<file path="src/rtl/perm_chk_pkg.sv">
package perm_chk_pkg;

  // right positions inside a 3-bit permission mask
  localparam int P_R = 0;
  localparam int P_W = 1;
  localparam int P_X = 2;

  localparam logic [2:0] PERM_NONE = 3'b000;
  localparam logic [2:0] PERM_RX   = 3'b101;
  localparam logic [2:0] PERM_RW   = 3'b011;
  localparam logic [2:0] PERM_ALL  = 3'b111;

  // fault-status bit positions
  localparam int F_PROT  = 0;
  localparam int F_NXG   = 1;
  localparam int F_KEY   = 2;
  localparam int F_STORE = 3;
  localparam int FAULT_W = 4;

  typedef enum logic [1:0] {
    ACC_FETCH = 2'd0,
    ACC_LOAD  = 2'd1,
    ACC_STORE = 2'd2,
    ACC_RSVD  = 2'd3
  } acc_e;

  typedef enum logic [1:0] {
    MODE_NOKEY  = 2'd0,
    MODE_DKEY   = 2'd1,
    MODE_IKEY_A = 2'd2,
    MODE_IKEY_B = 2'd3
  } mode_e;

endpackage

</file>
<file path="src/rtl/perm_basic.sv">
module perm_basic
  import perm_chk_pkg::*;
(
  input  logic       prob_state,
  input  logic       seg_kp,
  input  logic       seg_ks,
  input  logic [2:0] pp_code,
  output logic [2:0] basic_perm
);

  logic sel_key;

  always_comb begin
    sel_key = prob_state ? seg_kp : seg_ks;
  end

  always_comb begin
    basic_perm = PERM_NONE;
    if (!sel_key) begin
      unique case (pp_code)
        3'd0, 3'd1, 3'd2: basic_perm = PERM_ALL;
        3'd3, 3'd6:       basic_perm = PERM_RX;
        default:          basic_perm = PERM_NONE;
      endcase
    end else begin
      unique case (pp_code)
        3'd2:       basic_perm = PERM_ALL;
        3'd1, 3'd3: basic_perm = PERM_RX;
        default:    basic_perm = PERM_NONE;
      endcase
    end
  end

endmodule

</file>
<file path="src/rtl/perm_keymask.sv">
module perm_keymask
  import perm_chk_pkg::*;
#(
  parameter int KEY_W = 5
) (
  input  logic [KEY_W-1:0]          stor_key,
  input  logic [1:0]                mmu_mode,
  input  logic [2*(1<<KEY_W)-1:0]   amr,
  input  logic [2*(1<<KEY_W)-1:0]   iamr,
  output logic [2:0]                key_perm
);

  localparam int NUM_KEYS = 1 << KEY_W;

  logic [1:0] amr_slice  [NUM_KEYS];
  logic [1:0] iamr_slice [NUM_KEYS];

  // key 0 owns the most significant pair
  for (genvar g = 0; g < NUM_KEYS; g++) begin : g_slice
    assign amr_slice[g]  = amr [2*(NUM_KEYS-1-g) +: 2];
    assign iamr_slice[g] = iamr[2*(NUM_KEYS-1-g) +: 2];
  end

  logic [1:0] a_bits;
  logic       i_bit;
  logic       use_data;
  logic       use_fetch;

  always_comb begin
    a_bits    = amr_slice[stor_key];
    i_bit     = iamr_slice[stor_key][0];
    use_data  = (mode_e'(mmu_mode) != MODE_NOKEY);
    use_fetch = (mode_e'(mmu_mode) == MODE_IKEY_A) ||
                (mode_e'(mmu_mode) == MODE_IKEY_B);
    key_perm  = PERM_ALL;
    if (use_data) begin
      if (a_bits[1]) key_perm[P_W] = 1'b0;
      if (a_bits[0]) key_perm[P_R] = 1'b0;
    end
    if (use_fetch && i_bit) key_perm[P_X] = 1'b0;
  end

endmodule

</file>
<file path="src/rtl/perm_fault.sv">
module perm_fault
  import perm_chk_pkg::*;
(
  input  logic [1:0]         acc_type,
  input  logic [2:0]         basic_perm,
  input  logic [2:0]         nxg_perm,
  input  logic [2:0]         key_perm,
  output logic [2:0]         comb_perm,
  output logic               comb_grant,
  output logic [FAULT_W-1:0] comb_fault
);

  logic [2:0] need;
  logic       is_fetch;
  logic       is_store;

  always_comb begin
    is_fetch = (acc_e'(acc_type) == ACC_FETCH);
    is_store = (acc_e'(acc_type) == ACC_STORE);
    if (is_fetch)      need = 3'b100;
    else if (is_store) need = 3'b010;
    else               need = 3'b001;
  end

  always_comb begin
    comb_perm  = basic_perm & nxg_perm & key_perm;
    comb_grant = ((need & ~comb_perm) == 3'b000);
    comb_fault = '0;
    if (!comb_grant) begin
      if (is_fetch) begin
        if (!nxg_perm[P_X])        comb_fault[F_NXG]  = 1'b1;
        else if (!basic_perm[P_X]) comb_fault[F_PROT] = 1'b1;
        if (!key_perm[P_X])        comb_fault[F_KEY]  = 1'b1;
      end else begin
        if ((need & ~basic_perm) != 3'b000) comb_fault[F_PROT] = 1'b1;
        if ((need & ~key_perm)   != 3'b000) comb_fault[F_KEY]  = 1'b1;
        if (is_store)                       comb_fault[F_STORE] = 1'b1;
      end
    end
  end

endmodule

</file>
<file path="src/rtl/perm_chk_top.sv">
module perm_chk_top
  import perm_chk_pkg::*;
#(
  parameter int KEY_W = 5
) (
  input  logic                      clk,
  input  logic                      rst_n,
  input  logic                      chk_en,
  input  logic [1:0]                acc_type,
  input  logic                      prob_state,
  input  logic                      seg_kp,
  input  logic                      seg_ks,
  input  logic [1:0]                pp_lo,
  input  logic                      pp_hi,
  input  logic                      no_exec,
  input  logic                      guarded,
  input  logic [KEY_W-1:0]          stor_key,
  input  logic [1:0]                mmu_mode,
  input  logic [2*(1<<KEY_W)-1:0]   amr,
  input  logic [2*(1<<KEY_W)-1:0]   iamr,
  output logic                      res_vld,
  output logic [2:0]                res_perm,
  output logic                      res_grant,
  output logic [3:0]                res_fault
);

  logic [2:0]         basic_perm;
  logic [2:0]         nxg_perm;
  logic [2:0]         key_perm;
  logic [2:0]         comb_perm;
  logic               comb_grant;
  logic [FAULT_W-1:0] comb_fault;

  perm_basic i_basic (
    .prob_state (prob_state),
    .seg_kp     (seg_kp),
    .seg_ks     (seg_ks),
    .pp_code    ({pp_hi, pp_lo}),
    .basic_perm (basic_perm)
  );

  always_comb begin
    nxg_perm = (no_exec || guarded) ? PERM_RW : PERM_ALL;
  end

  perm_keymask #(.KEY_W(KEY_W)) i_keymask (
    .stor_key (stor_key),
    .mmu_mode (mmu_mode),
    .amr      (amr),
    .iamr     (iamr),
    .key_perm (key_perm)
  );

  perm_fault i_fault (
    .acc_type   (acc_type),
    .basic_perm (basic_perm),
    .nxg_perm   (nxg_perm),
    .key_perm   (key_perm),
    .comb_perm  (comb_perm),
    .comb_grant (comb_grant),
    .comb_fault (comb_fault)
  );

  // output stage: next-state and register processes
  logic               vld_d;
  logic [2:0]         perm_d;
  logic               grant_d;
  logic [FAULT_W-1:0] fault_d;

  always_comb begin
    vld_d   = chk_en;
    perm_d  = res_perm;
    grant_d = res_grant;
    fault_d = res_fault;
    if (chk_en) begin
      perm_d  = comb_perm;
      grant_d = comb_grant;
      fault_d = comb_fault;
    end
  end

  always_ff @(posedge clk or negedge rst_n) begin
    if (!rst_n) begin
      res_vld   <= 1'b0;
      res_perm  <= '0;
      res_grant <= 1'b0;
      res_fault <= '0;
    end else begin
      res_vld   <= vld_d;
      res_perm  <= perm_d;
      res_grant <= grant_d;
      res_fault <= fault_d;
    end
  end

endmodule

</file>
<file path="config.mk">
export PLATFORM = sky130hd
export DESIGN_NAME = perm_chk_top
export DESIGN_NICKNAME = d
export VERILOG_FILES = /design/src/rtl/perm_chk_pkg.sv /design/src/rtl/perm_basic.sv /design/src/rtl/perm_keymask.sv /design/src/rtl/perm_fault.sv /design/src/rtl/perm_chk_top.sv
export SDC_FILE = /design/constraint.sdc
export NUM_CORES = 1
export LEC_CHECK = 0
export BUFFER_PORTS_ARGS = -buffer_cell sky130_fd_sc_hd__buf_2
export CAP_MARGIN = 10
export CORE_ASPECT_RATIO = 0.6
export CORE_MARGIN = 10
export CORE_UTILIZATION = 34
export CTS_CLUSTER_DIAMETER = 100
export DETAILED_ROUTE_END_ITERATION = 7
export PLACE_DENSITY_LB_ADDON = 0.2
export REMOVE_ABC_BUFFERS = 1
export SYNTH_ARGS = -nofsm -noshare
export SYNTH_HDL_FRONTEND = slang
export SYNTH_SLANG_ARGS = --single-unit
</file>
<file path="constraint.sdc">
create_clock -name clk -period 0.9 [get_ports clk]
set_clock_uncertainty 0.05 [all_clocks]
set_input_delay 0.18 -clock clk [delete_from_list [all_inputs] [get_ports clk]]
set_output_delay 0.18 -clock clk [all_outputs]
set_load 0.005 [all_outputs]
</file>
# Word-level counts from Yosys, hierarchy flattened

Index checks and enable logic that the tools add are counted.

Output and inout bits: 9
Word-level logic and storage cells: 62
Register bits: 9

Multiplexer cells: 29
Bitwise logic cells: 9
Reduce and logical (&&, ||, !) cells: 12
Equal/unequal tests: 7
Order comparisons: 1

Operators by type and width:

| cell                 | number |
|---|---|
| $bmux W2 S5          | 2 |
| $mux W1              | 17 |
| $and A3 B3 Y3        | 5 |
| $pmux W3 S2          | 2 |
| $mux W3              | 3 |
| $not A3 Y3           | 3 |
| $mux W2              | 4 |
| $eq A2 B2 Y1 const B | 3 |
| $eq A3 B2 Y1 const B | 2 |
| $ge A6 B6 Y1 const B | 1 |
| $logic_not A3 Y1     | 2 |
| $not A5 Y6           | 1 |
| $reduce_bool A3 Y1   | 2 |
| $mux W4              | 1 |
| $reduce_or A2 Y1     | 2 |
| $eq A3 B1 Y1 const B | 1 |
| $eq A3 B3 Y1 const B | 1 |
| $reduce_or A3 Y1     | 1 |
| $logic_not A2 Y1     | 1 |
| $logic_or A1 B1 Y1   | 2 |
| $reduce_bool A2 Y1   | 1 |
| $logic_and A1 B1 Y1  | 1 |

# Longest topological paths before layout

Word-level depth: 12
Mapped depth: 10

# Cells and area by module

Synthesis repeated with hierarchy kept, for this count alone.

Cells, all modules: 118
Area, all modules: 1457.6 µm²

By module, submodules not included:

| module       | instances | cells an instance | seq. area each (µm²) | area an instance (µm²) |
|---|---|---|---|---|
| perm_keymask | 1         | 71                | 0.0                  | 924.6 |
| perm_chk_top | 1         | 20                | 225.2                | 364.1 |
| perm_fault   | 1         | 17                | 0.0                  | 111.4 |
| perm_basic   | 1         | 10                | 0.0                  | 57.6 |

# Worst setup path after synthesis

No wires, ideal clock.

Kind: input -> register
Start: input port stor_key[0]
End: register res_grant
Data required time: 760 ps
Path slack: -1293 ps
Data arrival time: 2054 ps
Stages: 7
Path buffers: 1
Setup time: 90 ps
Path through: buf_2 -> mux4_2 -> mux2_2 -> a221o_1 -> a41oi_1 -> or3b_1 -> o2111ai_1

Word-level cells in the longest chain between the ends: 10
Elaborated cells on any way between the ends: 16
Those cells by class: mux: 10; bitwise: 4; reduce/logical: 2

RTL lines:

| item                                                                  | RTL line                               | source |
|---|---|---|
| start: declaration                                                    | perm_chk_top.sv:17                     | `input logic [KEY_W-1:0] stor_key,` |
| $not A5 Y6 (not written as such) (*)                                  | perm_keymask.sv:30, perm_keymask.sv:31 |  |
| $bmux W2 S5 (on tied branches)                                        | perm_keymask.sv:30, perm_keymask.sv:31 |  |
| $mux W2 (not written as such) or $mux W1 (tied branches) (2 in a row) | perm_keymask.sv:30, perm_keymask.sv:31 |  |
| $mux W1, or another cell as far along                                 | perm_keymask.sv:38                     | `if (a_bits[0]) key_perm[P_R] = 1'b0;` |
| $mux W2 or $mux W1 (tied branches)                                    | perm_keymask.sv:36, perm_keymask.sv:40 |  |
| $and A3 B3 Y3 (*)                                                     | perm_fault.sv:26                       | `comb_perm = basic_perm & nxg_perm & key_perm;` |
| $not A3 Y3 (*)                                                        | perm_fault.sv:27                       | `comb_grant = ((need & ~comb_perm) == 3'b000);` |
| $and A3 B3 Y3 (*)                                                     | perm_fault.sv:27                       |  |
| $logic_not A3 Y1 (*)                                                  | perm_fault.sv:27                       |  |
| end signal: assignment                                                | perm_chk_top.sv:91                     | `res_grant <= grant_d;` |
| end: declaration                                                      | perm_chk_top.sv:23                     | `output logic res_grant,` |

Mark *: on every way between the ends. The rest lies on a longest branch, timed or not. The select of a mux whose other input is x is not followed.
A chain may end at the register's enable or synchronous reset.

# Worst setup path in the final report

Start: input port stor_key[1]
End: register res_grant

Same word-level chain as after synthesis.

==> results.md <==
| Group | Parameter | This run |
| --- | --- | --- |
| status | Result of the run | complete, but fails checks |
| status | Violated checks | setup timing |
| placement | Placer's final routability congestion estimate | 0.782 |
| yosys | Count leader, synth | mux2i_1 |
| pwr | Leakage power | 1.24 nW |
| yosys | Netlist Area Pre-Place | 1340 um^2 |
| yosys | Post-synthesis cell type with the largest combined area | mux4_2 |
| global route | Overflow after GRT | 0 |
| yosys | Flop and latch count out of synthesis | 9 |
| critical path | Critical Path End Type | flip-flop |
| yosys | Share of the yosys chip area belonging to registers | 0.168 |
| yosys | Count of mapped cells out of synthesis | 128 |
| critical path | Cell type of the slowest stage on the worst timing path | mux4_2 |
| routing | Total DRC errors in the routed layout | 0 |
| yosys | Cell types with the largest area share after synthesis | mux4_2 24%, dfrtp_1 17%, mux2i_1 13% |
| critical path | Worst Setup Start Kind | primary input |
| timing | Worst Max-Slew Pin Slew | 332 ps |
| clock tree | Clock buffers created by TritonCTS | 3 |
| cells and area | Fill cell count | 312 |
| routing | Routed vias | 1696 |
| pwr | Overall power consumption | 2.00 mW |
| critical path | Maximum fanout along the worst path | 7 |
| clock tree | CTS sink cnt | 9 |
| global route | First-pass GRT wire length | 8720 um |
| cells and area | Fraction of the core area covered by cells at the end of the flow | 0.651 |
| critical path | Crit path max-delay family | multiplexers |
| timing | Worst slew margin relative to its limit | 0.778 |
| pwr | Power density over cell area | 820 nW/um^2 |
| floorplan | Top-level port count | 157 |
| cells and area | Final std cells w/o fill | 329 |
| cells and area | Count of antenna diodes in the layout | 0 |
| critical path | Worst setup path category | primary input to flip-flop |
| min path | Launch instance of the worst min-delay path | chk_en |
| yosys | Count of synthesis-stage warnings from yosys | 0 |
| critical path | Critical path cell sequence | buf_12, mux4_2, mux4_2, nor2_2, a2111oi_2, or4b_1, o2111ai_2 |
| yosys | Yosys cell types | 39 |
| cells and area | Finished Cell Area | 2440 um^2 |
| global route | Antenna violations before repair | 0 |
| yosys | Leading cell types by count after synthesis | 18 x mux2i_1, 14 x mux4_2, 9 x dfrtp_1, 9 x inv_1, 7 x nand2_1 |
| global route | Vias in the first global route | 1861 |
| routing | Violation count after the first detailed-route iteration | 38 |
| floorplan | Effective utilization at floorplan | 0.358 |
| floorplan | Vertical extent of the die | 68.7 um |
| cells and area | Post-synthesis to final-layout area growth | 81.6% |
| cells and area | Footprint of the multi-input gates | 1120 um^2 |
| min path | Hold Path Class | primary input to flip-flop |
| yosys | Post-synth EDFFs | 0 |
| routing | Highest routed metal layer | met3 |
| cells and area | Layout cells sized above 1 | 0.723 |
| run | Max-capacitance violation count | 0 |
| routing | Total detailed-routing wirelength | 5600 um |
| placement | Number of I/O port buffers | 124 |
| clock tree | TritonCTS clock tree | yes |
| global route | All-layer global routing usage | 0.155 |
| routing | Number of nets still failing antenna checks after routing | 0 |
| placement | Placed Instances | 319 |
| timing | Minimum period implied by the final worst setup slack | 1900 ps |
| timing | RSZ-0062 raised after global routing | yes |
| yosys | Mean area per synthesized cell | 10.5 um^2 |
| clock tree | Worst skew pair latency | 230 ps |
| yosys | Most common flop cell mapped by yosys | dfrtp_1 |
| floorplan | Area of the placeable core | 3740 um^2 |
| timing | Fmax achieved | 0.527 GHz |
| timing | Final setup violating endpoints | 16 |
| timing | Share of the clock period used by the worst path after layout | 2.11 |
| critical path | Most repeated library cell on the critical path | mux4_2 |
| critical path | Data required time at the worst endpoint | 1000 ps |
| clock tree | Register clock-pin slew on the reported worst setup and hold paths | 40 ps |
| yosys | Share of async-settable or async-resettable flops after synthesis | 1.00 |
| clock tree | Maximum buffer depth of the clock tree | 2 |
| routing | Detail Route met3 WL | 661 um |
| routing | Routed metal-1 wire length | 2280 um |
| critical path | Crit path arrival time | 2000 ps |
| placement | Detailed-placement wirelength estimate | 5000 um |
| cells and area | Count of nets after finishing | 431 |
| yosys | Top cell type's share of synthesized area | 0.235 |
| pwr | Worst voltage drop across the vdd grid | 0.478 mV |
| critical path | Reg-to-Reg Start | res_fault[1] |
| floorplan | Total die area | 6940 um^2 |
| clock tree | Root buffer cell | clkbuf_8 |
| routing | Mean number of vias per cell | 5.16 |
| routing | Total length of routed met2 wires | 2660 um |
| timing | Final hold viol count | 0 |
| routing | Initial DRT Pass Iterations | 4 |
| clock tree | Number of levels in the clock H-tree | 1 |
| cells and area | Reg area | 225 um^2 |
| critical path | Launch point of the critical path | stor_key[1] |
| critical path | Delay of the slowest cell on the worst path | 490 ps |
| placement | Post-detailed-placement cell area | 2180 um^2 |
| timing | Setup slack of the critical path after layout | -998 ps |
| routing | WL/cell | 17.0 um |
| floorplan | Std cell rows | 17 |
| timing | Total count of max-transition violations in the final report | 0 |
| global route | Largest net degree at the start of global routing | 18 |
| floorplan | Horizontal extent of the die | 101 um |
| critical path | Count of buffer and inverter cells on the critical path | 1 |
==> cell usage in the layout, fill, tap and decap left out, types with 3 or more instances in the layout <==
cell type  instances
mux4_2            17
nor2b_1            3
nor2_1             4
buf_4             31
buf_2            120
nand2_1            7
a22oi_1            3
inv_1              9
mux2_2             4
dfrtp_1            9
nand2b_1           4
mux2i_1           17
clkbuf_8           3
buf_6              3
==> cells by family after synthesis <==
kind of cell | count (synthesis) | share of synthesized area
muxes | 41 | 0.479
DFF | 9 | 0.168
AOI/OAI and AO/OA | 28 | 0.157
and+or+nand+nor | 31 | 0.123
buffers and inverters | 19 | 0.0737
==> stage by stage <==
step | setup WS, ps | hold slack [ps] | TNS [ps]
global placement | -1440 | -6.29 | -8010
global route | -1060 | 233 | -6330
CTS | -1020 | 209 | -5830
finish | -998 | 221 | -5520
detailed placement | -1470 | -8.14 | -8200
floorplan | -1130 | -166 | -4850
==> final timing paths <==
kind | cells past startpoint | to | slack (ps)
setup / recovery | 7 | res_grant | -1000
hold / removal | 2 | res_vld | 220
setup reg to reg | 1 | res_fault[1] | 100
hold reg to reg | 1 | res_perm[1] | 460
max in group asynchronous | 2 | res_fault[3] | 340
min in group asynchronous | 2 | res_vld | 280
==> cell type report <==
| class | instances | share of cell area |
|---|---|---|
| Inverter | 9 | 0.0139 |
| Timing Repair Buffer | 160 | 0.392 |
| Tap cell | 47 | 0.0241 |
| Multi-Input combinational cell | 100 | 0.459 |
| Clock buffer | 4 | 0.0185 |
| Sequential cell | 9 | 0.0924 |
==> registers in the layout, summed over array words and instances, names as in the netlist <==
name	flops
res_fault	4
res_vld	1
res_grant	1
res_perm	3
==> where the power goes <==
part / internal (mW) / switching [mW]
logic: 0.649 / 0.411
registers: 0.446 / 0.0199
clock network: 0.309 / 0.164
total: 1.40 / 0.594
==> routing by layer <==
metal	global-route usage	vias to the layer above
met1	0.182	793
li1	-	823
met5	0	-
met2	0.259	80
met4	0.0208	0
met3	0.0764	0
==> timing repair <==
item | 4_1_cts | 5_1_grt
hold buffers | 1 | 0
pin swaps | 8 | 4
gates resized for setup | 22 | 22
hold endpoints to repair | 9 | 0
setup buffers | 4 | 2
setup endpoints to repair | 16 | 16
Note: power is estimated with default switching activity, not from simulation.
